`src/rtl/tfr_pkg.sv`:
```
package tfr_pkg;

  // Number of folds needed until the top possible bit drops below deg.
  function automatic int fold_count(int top_bit, int deg, int mid);
    int d;
    int n;
    d = top_bit;
    n = 0;
    while (d >= deg) begin
      d = d - deg + mid;
      n = n + 1;
    end
    return n;
  endfunction

endpackage

```
`src/rtl/tfr_fold_stage.sv`:
```
module tfr_fold_stage #(
  parameter int W   = 512,
  parameter int DEG = 233,
  parameter int MID = 74
) (
  input  logic [W-1:0] v_in,
  output logic [W-1:0] v_out
);
  localparam logic [W-1:0] LOW_MASK = {{(W-DEG){1'b0}}, {DEG{1'b1}}};

  logic [W-1:0] hi_part;

  always_comb begin
    hi_part = v_in >> DEG;
    // x^(DEG+k) == x^(MID+k) + x^k
    v_out   = (v_in & LOW_MASK) ^ hi_part ^ (hi_part << MID);
  end
endmodule

```
`src/rtl/tfr_trim.sv`:
```
module tfr_trim #(
  parameter int W     = 512,
  parameter int OUT_W = 256,
  parameter int DEG   = 233
) (
  input  logic [W-1:0]     v_in,
  output logic [OUT_W-1:0] v_out
);
  localparam logic [OUT_W-1:0] KEEP_MASK = {{(OUT_W-DEG){1'b0}}, {DEG{1'b1}}};

  logic unused_hi;

  always_comb begin
    unused_hi = ^v_in[W-1:OUT_W];
    v_out     = v_in[OUT_W-1:0] & KEEP_MASK;
  end
endmodule

```
`src/rtl/tri_fold_reducer.sv`:
```
module tri_fold_reducer #(
  parameter int WORD_W = 128,
  parameter int DEG    = 233,
  parameter int MID    = 74
) (
  input  logic              clk,
  input  logic              rst_n,
  input  logic              in_valid,
  input  logic [WORD_W-1:0] prod_w0,
  input  logic [WORD_W-1:0] prod_w1,
  input  logic [WORD_W-1:0] prod_w2,
  input  logic [WORD_W-1:0] prod_w3,
  output logic              out_valid,
  output logic [WORD_W-1:0] res_w0,
  output logic [WORD_W-1:0] res_w1
);
  localparam int IN_W      = 4 * WORD_W;
  localparam int OUT_W     = 2 * WORD_W;
  localparam int NUM_FOLDS = tfr_pkg::fold_count(IN_W - 1, DEG, MID);

  logic [IN_W-1:0]  prod_all;
  logic [IN_W-1:0]  stage_v [0:NUM_FOLDS];
  logic [OUT_W-1:0] reduced;
  logic [OUT_W-1:0] res_d, res_q;
  logic             vld_d, vld_q;
  logic [OUT_W-1:0] res_all;

  assign prod_all   = {prod_w3, prod_w2, prod_w1, prod_w0};
  assign stage_v[0] = prod_all;

  for (genvar g = 0; g < NUM_FOLDS; g++) begin : g_fold
    tfr_fold_stage #(.W(IN_W), .DEG(DEG), .MID(MID)) u_fold (
      .v_in  (stage_v[g]),
      .v_out (stage_v[g+1])
    );
  end

  tfr_trim #(.W(IN_W), .OUT_W(OUT_W), .DEG(DEG)) u_trim (
    .v_in  (stage_v[NUM_FOLDS]),
    .v_out (reduced)
  );

  // next-state
  always_comb begin
    vld_d = in_valid;
    res_d = in_valid ? reduced : res_q;
  end

  // data register: enabled, not reset
  always_ff @(posedge clk) begin
    if (in_valid) res_q <= res_d;
  end

  // control register
  always_ff @(posedge clk or negedge rst_n) begin
    if (!rst_n) vld_q <= 1'b0;
    else        vld_q <= vld_d;
  end

  assign out_valid = vld_q;
  assign res_all   = res_q;
  assign res_w0    = res_q[WORD_W-1:0];
  assign res_w1    = res_q[OUT_W-1:WORD_W];
endmodule

```
`config.mk`:
```
export PLATFORM = sky130hd
export DESIGN_NAME = tri_fold_reducer
export DESIGN_NICKNAME = d
export VERILOG_FILES = /design/src/rtl/tfr_pkg.sv /design/src/rtl/tfr_fold_stage.sv /design/src/rtl/tfr_trim.sv /design/src/rtl/tri_fold_reducer.sv
export SDC_FILE = /design/constraint.sdc
export NUM_CORES = 1
export LEC_CHECK = 0
export BUFFER_PORTS_ARGS = -buffer_cell sky130_fd_sc_hd__buf_2
export CORE_AREA = 2 2 303 305
export DETAILED_ROUTE_END_ITERATION = 7
export DIE_AREA = 0 0 305 307
export GPL_TIMING_DRIVEN = 0
export SLEW_MARGIN = 10
export SYNTH_ARGS = -nofsm -noshare
export SYNTH_HDL_FRONTEND = slang
export SYNTH_HIERARCHICAL = 1
export SYNTH_SLANG_ARGS = --single-unit
```
`constraint.sdc`:
```
create_clock -name clk -period 1.5 [get_ports clk]
set_clock_uncertainty 0.15 [all_clocks]
set_input_delay 0.225 -clock clk [delete_from_list [all_inputs] [get_ports clk]]
set_output_delay 0.225 -clock clk [all_outputs]
set_load 0.05 [all_outputs]
```
* After elaboration in Yosys (flattened, before gate mapping)
Cells that the tools add are included.
** Word-level totals
- Flip-flop bits (word level) :: 234
- Bits of input ports :: 515
** Cells by class
- Bitwise gates (word level) :: 4
** Operators with widths (count)
- XOR 279 x 353 -> 353 bit :: 1
- XOR 233 x 279 -> 279 bit :: 1
- XOR 233 x 120 -> 233 bit :: 1
- XOR 233 x 194 -> 233 bit :: 1

* Logic depth before layout (Yosys ltp)
Gate-level depths: netlist (run 1).
- Word-level depth :: 4
- Depth in mapped cells :: 3
- Mapped depth without buffers :: 2

* Cells and area by module
Netlist (run 1), hierarchy kept.
** Modules (own cells, without submodules)
- tfr_fold_stage :: area each 6583.8 um2, cells an instance 513, seq. area each 0.0 um2, times used 2
- tri_fold_reducer :: area each 7712.4 um2, cells an instance 257, seq. area each 7712.4 um2, times used 1
- tfr_trim :: area each 1925.6 um2, cells an instance 257, seq. area each 0.0 um2, times used 1

* Worst setup path before layout (run 1)
Ideal clock, no wire load.
- Path kind :: input to register
- Start :: input prod_w2[123]
- End :: register res_q[146], in the netlist res_all[146] (data pin)
- Setup time :: 0.251 ns
- Buffers on the path :: 1
- Slack :: 0.008 ns
- Stages on the path :: 3
- Arrival time :: 1.091 ns
- Data required time :: 1.099 ns
- Cells stage by stage :: xor3_1 -> xor3_1 -> buf_4
** RTL lines
- start: declaration :: RTL line tri_fold_reducer.sv:11 : input logic [WORD_W-1:0] prod_w2,
- end signal: assignment :: RTL line tri_fold_reducer.sv:51 : if (in_valid) res_q <= res_d;
- end: declaration :: RTL line tri_fold_reducer.sv:24 : logic [OUT_W-1:0] res_d, res_q;

* Worst setup path after layout (run 1)
- Start :: register res_q[170], in the netlist res_all[170]
- End :: output res_w1[42]
** RTL lines
- end: declaration :: RTL line tri_fold_reducer.sv:15 : output logic [WORD_W-1:0] res_w1
No word-level cell between the ends.

==> results.cfg, run 1 <==
[power]
static-leakage-power_uw = 0.0155
cellPowerDensity_nw_per_um2 = 1140
peakVddDrop_uv = 849

[die]
design.core.area_um2 = 90700
dieArea_um2 = 93600
initial_core_util_pct = 22.4
io_pins = 772
die_w_um = 305
die_h_um = 307
num_rows = 111

[global_routing]
met2_usage_pct = 21.0
grt_util_all_layers_pct = 11.4
grt_pass1_wl_um = 77400
antenna_found_initial = 9
overflow = 0
grt.met3_usage_pct = 4.38
grt_pass1_vias = 12700
grt_max_degree = 80
grtUsageMet1_pct = 11.6
grt_busiest_layer = met2

[clock_network]
ctsRootBufferMaster = clkbuf_16
cts_made_buffers = 36
clk_pin_slew_ns = 0.06
postCtsHoldBufs = 114
clock-sinks = 257
cts_setup_buffers = 0
cts_tree = built
clock_path_buffers = 3
htree_levels = 2

[worst_setup_path]
cp.required_ns = 1.12
cp_cell_sequence = buf_6
arrival_ns = 1.20
crit_fanout = 1
cp_num_buf_inv = 1
critPathKind = reg2out
max_stage_delay_ns = 0.45
critPathTopFamily = flip-flops
crit_slowest_cell = edfxtp_1
worst_setup_path_end_kind = primary output
startpoint_type = flop

[timing]
finalCritPeriodShare_pct = 105
holdWs_ns = -0.0547
relSlewSlack_pct = 65.2
tightest_slew_ns = 0.522
hold_viol_final = 46
slew_violations = 0
rsz0062_at_grt = yes
setup_violations = 20
finalCriticalPeriod_ns = 1.57
worst_slack_ns = -0.0716
fmax_mhz = 636

[final_layout]
nets = 2788
fin_util_pct = 33.3
nFillCells = 8930
syn_to_final_growth_pct = 48.9
drive_gt1_share_pct = 55.6

[synth]
syn_area_per_cell_um2 = 16.7
syn-cell-area_um2 = 20300
synth_cells = 1214
ys_warn_count = 6

[status]
outcome = finished, violations left
violations = negative hold slack, negative setup slack

[placed_design]
routabilityCongestion = 0.799
io_buffers = 771
hpwl_um = 44900

[min_path]
hold_class = in2reg
hold-path-endpoint = res_all[5]
hp-start = in_valid
whs_path_depth = 1

[route]
wl_um = 56000
wire_per_inst_um = 16.0
vias = 11900
drt_iter0_markers = 365
drcViolationCount = 0
first_pass_iters = 4
ant_nets = 0
vias_per_cell = 3.42

[job]
cap_violations = 0
## worst max path at each step
| stage | from | to | slack (ns) | cells past startpoint |
|---|---|---|---|---|
| 6_report | res_all[170] | res_w1[42] | -0.07 | 1 |
| 5_1_grt | res_all[38] | res_w0[38] | -0.13 | 1 |
| 4_1_cts | res_all[38] | res_w0[38] | -0.14 | 1 |
| 3_5_place_dp | in_valid | res_all[78] | -0.48 | 3 |
| 3_3_place_gp | in_valid | res_all[89] | -4.35 | 1 |
| 2_1_floorplan | prod_w2[123] | res_all[146] | 0.008 | 3 |
## metal layers
layer / up-vias / routed length (um)
met3: 86 / 4970
met5: - / 49
met4: 6 / 1900
met1: 5543 / 20200
li1: 5795 / -
met2: 505 / 28900
## report_power, final
part | switching, uW | total, uW | internal (uW)
sequential | 554 | 10200 | 9610
clock | 3580 | 8780 | 5210
combinational | 7380 | 15400 | 8050
total | 11500 | 34400 | 22900
## sequential cells by signal (all words and copies together), names as in the netlist
signal and count:
res_all 256, out_valid 1
## area by class of cell
| class | count | area [um^2] | share of cell area [%] |
|---|---|---|---|
| multi-input cells | 648 | 9840 | 32.5 |
| clock inverters | 25 | 233 | 0.770 |
| repair buffers | 887 | 6700 | 22.1 |
| plain buffers | 443 | 3330 | 11.0 |
| flip-flops and latches | 257 | 7710 | 25.5 |
| clock buffers | 40 | 937 | 3.10 |
| diodes | 2 | 5.00 | 0.0166 |
| well taps | 1186 | 1480 | 4.91 |
## placed cells by master (no fill, tap or decap), types with 37 or more instances in the layout
master	count
buf_2	512
buf_4	443
xor3_1	318
buf_6	257
edfxtp_1	256
xor2_1	185
conb_1	136
dlygate4sd3_1	114
clkbuf_16	37
## stage by stage
step	TNS (ns)	power, uW	cells	instance area [um^2]	setup WS, ns
global route	-12.04	35900	3488	30200	-0.130
CTS	-11.06	35000	3487	30200	-0.141
floorplan	0	20500	1348	20800	0.00788
detailed placement	-65.18	23900	3308	26200	-0.481
finish	-0.307	34400	3488	30200	-0.0716
global placement	-1120.24	23800	3305	26200	-4.35
## what timing repair did
item | CTS | global route
gates resized for setup | 514 | 9
setup endpoints to repair | 257 | 273
pin swaps | 0 | 10
hold endpoints to repair | 110 | 46
(Power assumes the default switching activity.)
==> run 2: changes to the inputs <==
CORE_AREA = 2 2 302 304   (was 2 2 303 305)
DIE_AREA = 0 0 304 306   (was 0 0 305 307)
SYNTH_HIERARCHICAL = not set   (was 1)
==> run 2 against run 1 <==
The flow still finishes with violations (negative hold slack, negative setup slack). Highest routed layer unchanged. Non-clock buffer count down 100. Power down 23%. Design area down 17%.
==> results.cfg, run 2 <==
[status]
outcome = finished, violations left
violations = negative hold slack, negative setup slack

[final_layout]
fin_cells = 3278
syn_to_final_growth_pct = 107
drive_gt1_share_pct = 40.6
nets = 2591
final_cell_mix = buf_2, dlygate4sd3_1, xnor2_1, buf_6, edfxtp_1
final_area_um2 = 25000
nFillCells = 8942
layout_commonest_cell = buf_2
largest_register_ffs = 233

[die]
die_w_um = 304
num_rows = 110
die_h_um = 306
io_pins = 772
dieArea_um2 = 93000
initial_core_util_pct = 13.5
design.core.area_um2 = 89600

[worst_setup_path]
crit_slowest_cell = edfxtp_1
max_stage_delay_ns = 0.50
worst_setup_path_end_kind = primary output
crit_fanout = 1
critPathTopFamily = flip-flops
arrival_ns = 1.28
cp-startpoint = res_all[114]
cp_num_buf_inv = 1
startpoint_type = flop
cp.required_ns = 1.12
critPathKind = reg2out
cp_cell_sequence = buf_6

[synth]
synth.distinct_cells = 6
synth_seq_area_share_pct = 58.1
yosysTopAreaCell = edfxtp_1
synth_edf_count = 233
synthTopCellsByCount = xnor2_1, edfxtp_1, xor2_1, buf_4
synth_cells = 816
ys_warn_count = 0
netlist.area_leader.share_pct = 57.9
syn-cell-area_um2 = 12100
yosysMostFrequentCell = xnor2_1
synthArstFlopShare_pct = 0.427
synth-main-ff-cell = edfxtp_1
syn_area_per_cell_um2 = 14.8
ys_ff_latch = 234
synthTopCellsByArea = edfxtp_1, xnor2_1, xor2_1

[route]
drt_iter0_markers = 403
ant_nets = 0
wire_per_inst_um = 16.9
first_pass_iters = 4
wl_um = 55500
drcViolationCount = 0
vias = 11200
vias_per_cell = 3.43

[timing]
holdWs_ns = -0.192
slew_violations = 0
fmax_mhz = 604
tightest_slew_ns = 1.18
setup_violations = 126
finalCritPeriodShare_pct = 110
hold_viol_final = 47
finalCriticalPeriod_ns = 1.66
fin_tns_setup_ns = -3.14
worst_slack_ns = -0.157
rsz0062_at_grt = yes
relSlewSlack_pct = 20.7

[clock_network]
cts_made_buffers = 29
clk_pin_slew_ns = 0.06
clock-sinks = 234
cts_tree = built
ctsRootBufferMaster = clkbuf_16
htree_levels = 1
clock_path_buffers = 3

[global_routing]
antenna_found_initial = 10
grt_pass1_vias = 12600
overflow = 0
grt_util_all_layers_pct = 11.1
grt_max_degree = 101
grt_pass1_wl_um = 78100

[power]
cellPowerDensity_nw_per_um2 = 1060
peakVddDrop_uv = 738
static-leakage-power_uw = 0.0101
total_power_uw = 26600

[placed_design]
dp_cells = 2764
hpwl_um = 38200
routabilityCongestion = 0.837
io_buffers = 748
place_area_um2 = 17400

[job]
cap_violations = 0

[min_path]
hp-start = in_valid
hold_class = in2reg
## run 2: cell types whose count changed in the layout (fill, tap and decap cells not counted), moves of 11 or more
cell / change
buf_4: -411
xnor2_1: +383
dlygate4sd3_1: +356
xor3_1: -318
conb_1: -113
xor2_1: -77
xnor2_2: +55
buf_2: -32
buf_6: -23
edfxtp_1: -23
dlymetal6s4s_1: +11
## run 2: cell families (layout without fill, tap and decap cells)
kind of cell	Yosys count	in the layout	share of synthesized area (%)
flip-flops	234	234	58.1
XOR/XNOR	558	558	40.4
buffers and inverters	23	1280	1.43
other	1	30	0.0310
## run 2: routing by layer
layer	GRT usage, %	part of all wire [%]	up-vias
met2	19.8	50	619
met5	0	0.043	-
met3	3.17	7.6	131
met4	5.70	5.9	4
met1	12.0	37	5303
li1	-	-	5185
## run 2: where the power goes
part	total (uW)	leakage [uW]	switching, uW	internal (uW)
Combinational	10900	0.00743	6180	4700
Clock	6700	0.000421	2850	3860
Sequential	9050	0.00229	501	8550
Total	26600	0.0101	9520	17100
## run 2: per-stage QoR
stage,util (%),worst slack (ns)
final,27.9,-0.157
after global routing,27.9,-0.204
after CTS,27.8,-0.206
after detailed placement,19.5,-0.466
after global placement,19.4,-3.61
after floorplan,-,0.524
## run 2: layout make-up
class	count	area [um^2]	area share (%)
diodes	7	17.5	0.0700
plain buffers	23	173	0.690
clock buffers	40	767	3.06
clock inverters	10	95.1	0.380
multi-input cells	581	5480	21.9
flip-flops and latches	234	7020	28.0
well taps	1176	1470	5.88
repair buffers	1207	10000	40.0
## run 2: repair_timing
action | in CTS | in global routing
hold buffers | 513 | 53
endpoints found under the setup margin | 234 | 334
setup buffers | 0 | 9
endpoints found under the hold margin | 267 | 89
pin swaps | 0 | 18
gates resized for setup | 468 | 78
## run 2: final timing paths
kind / cells past startpoint / slack (ns) / endpoint
max: 1 / -0.16 / res_w0[114]
min in group asynchronous: 3 / 0.41 / out_valid
max in group asynchronous: 3 / 0.69 / out_valid
min: 1 / -0.19 / out_valid
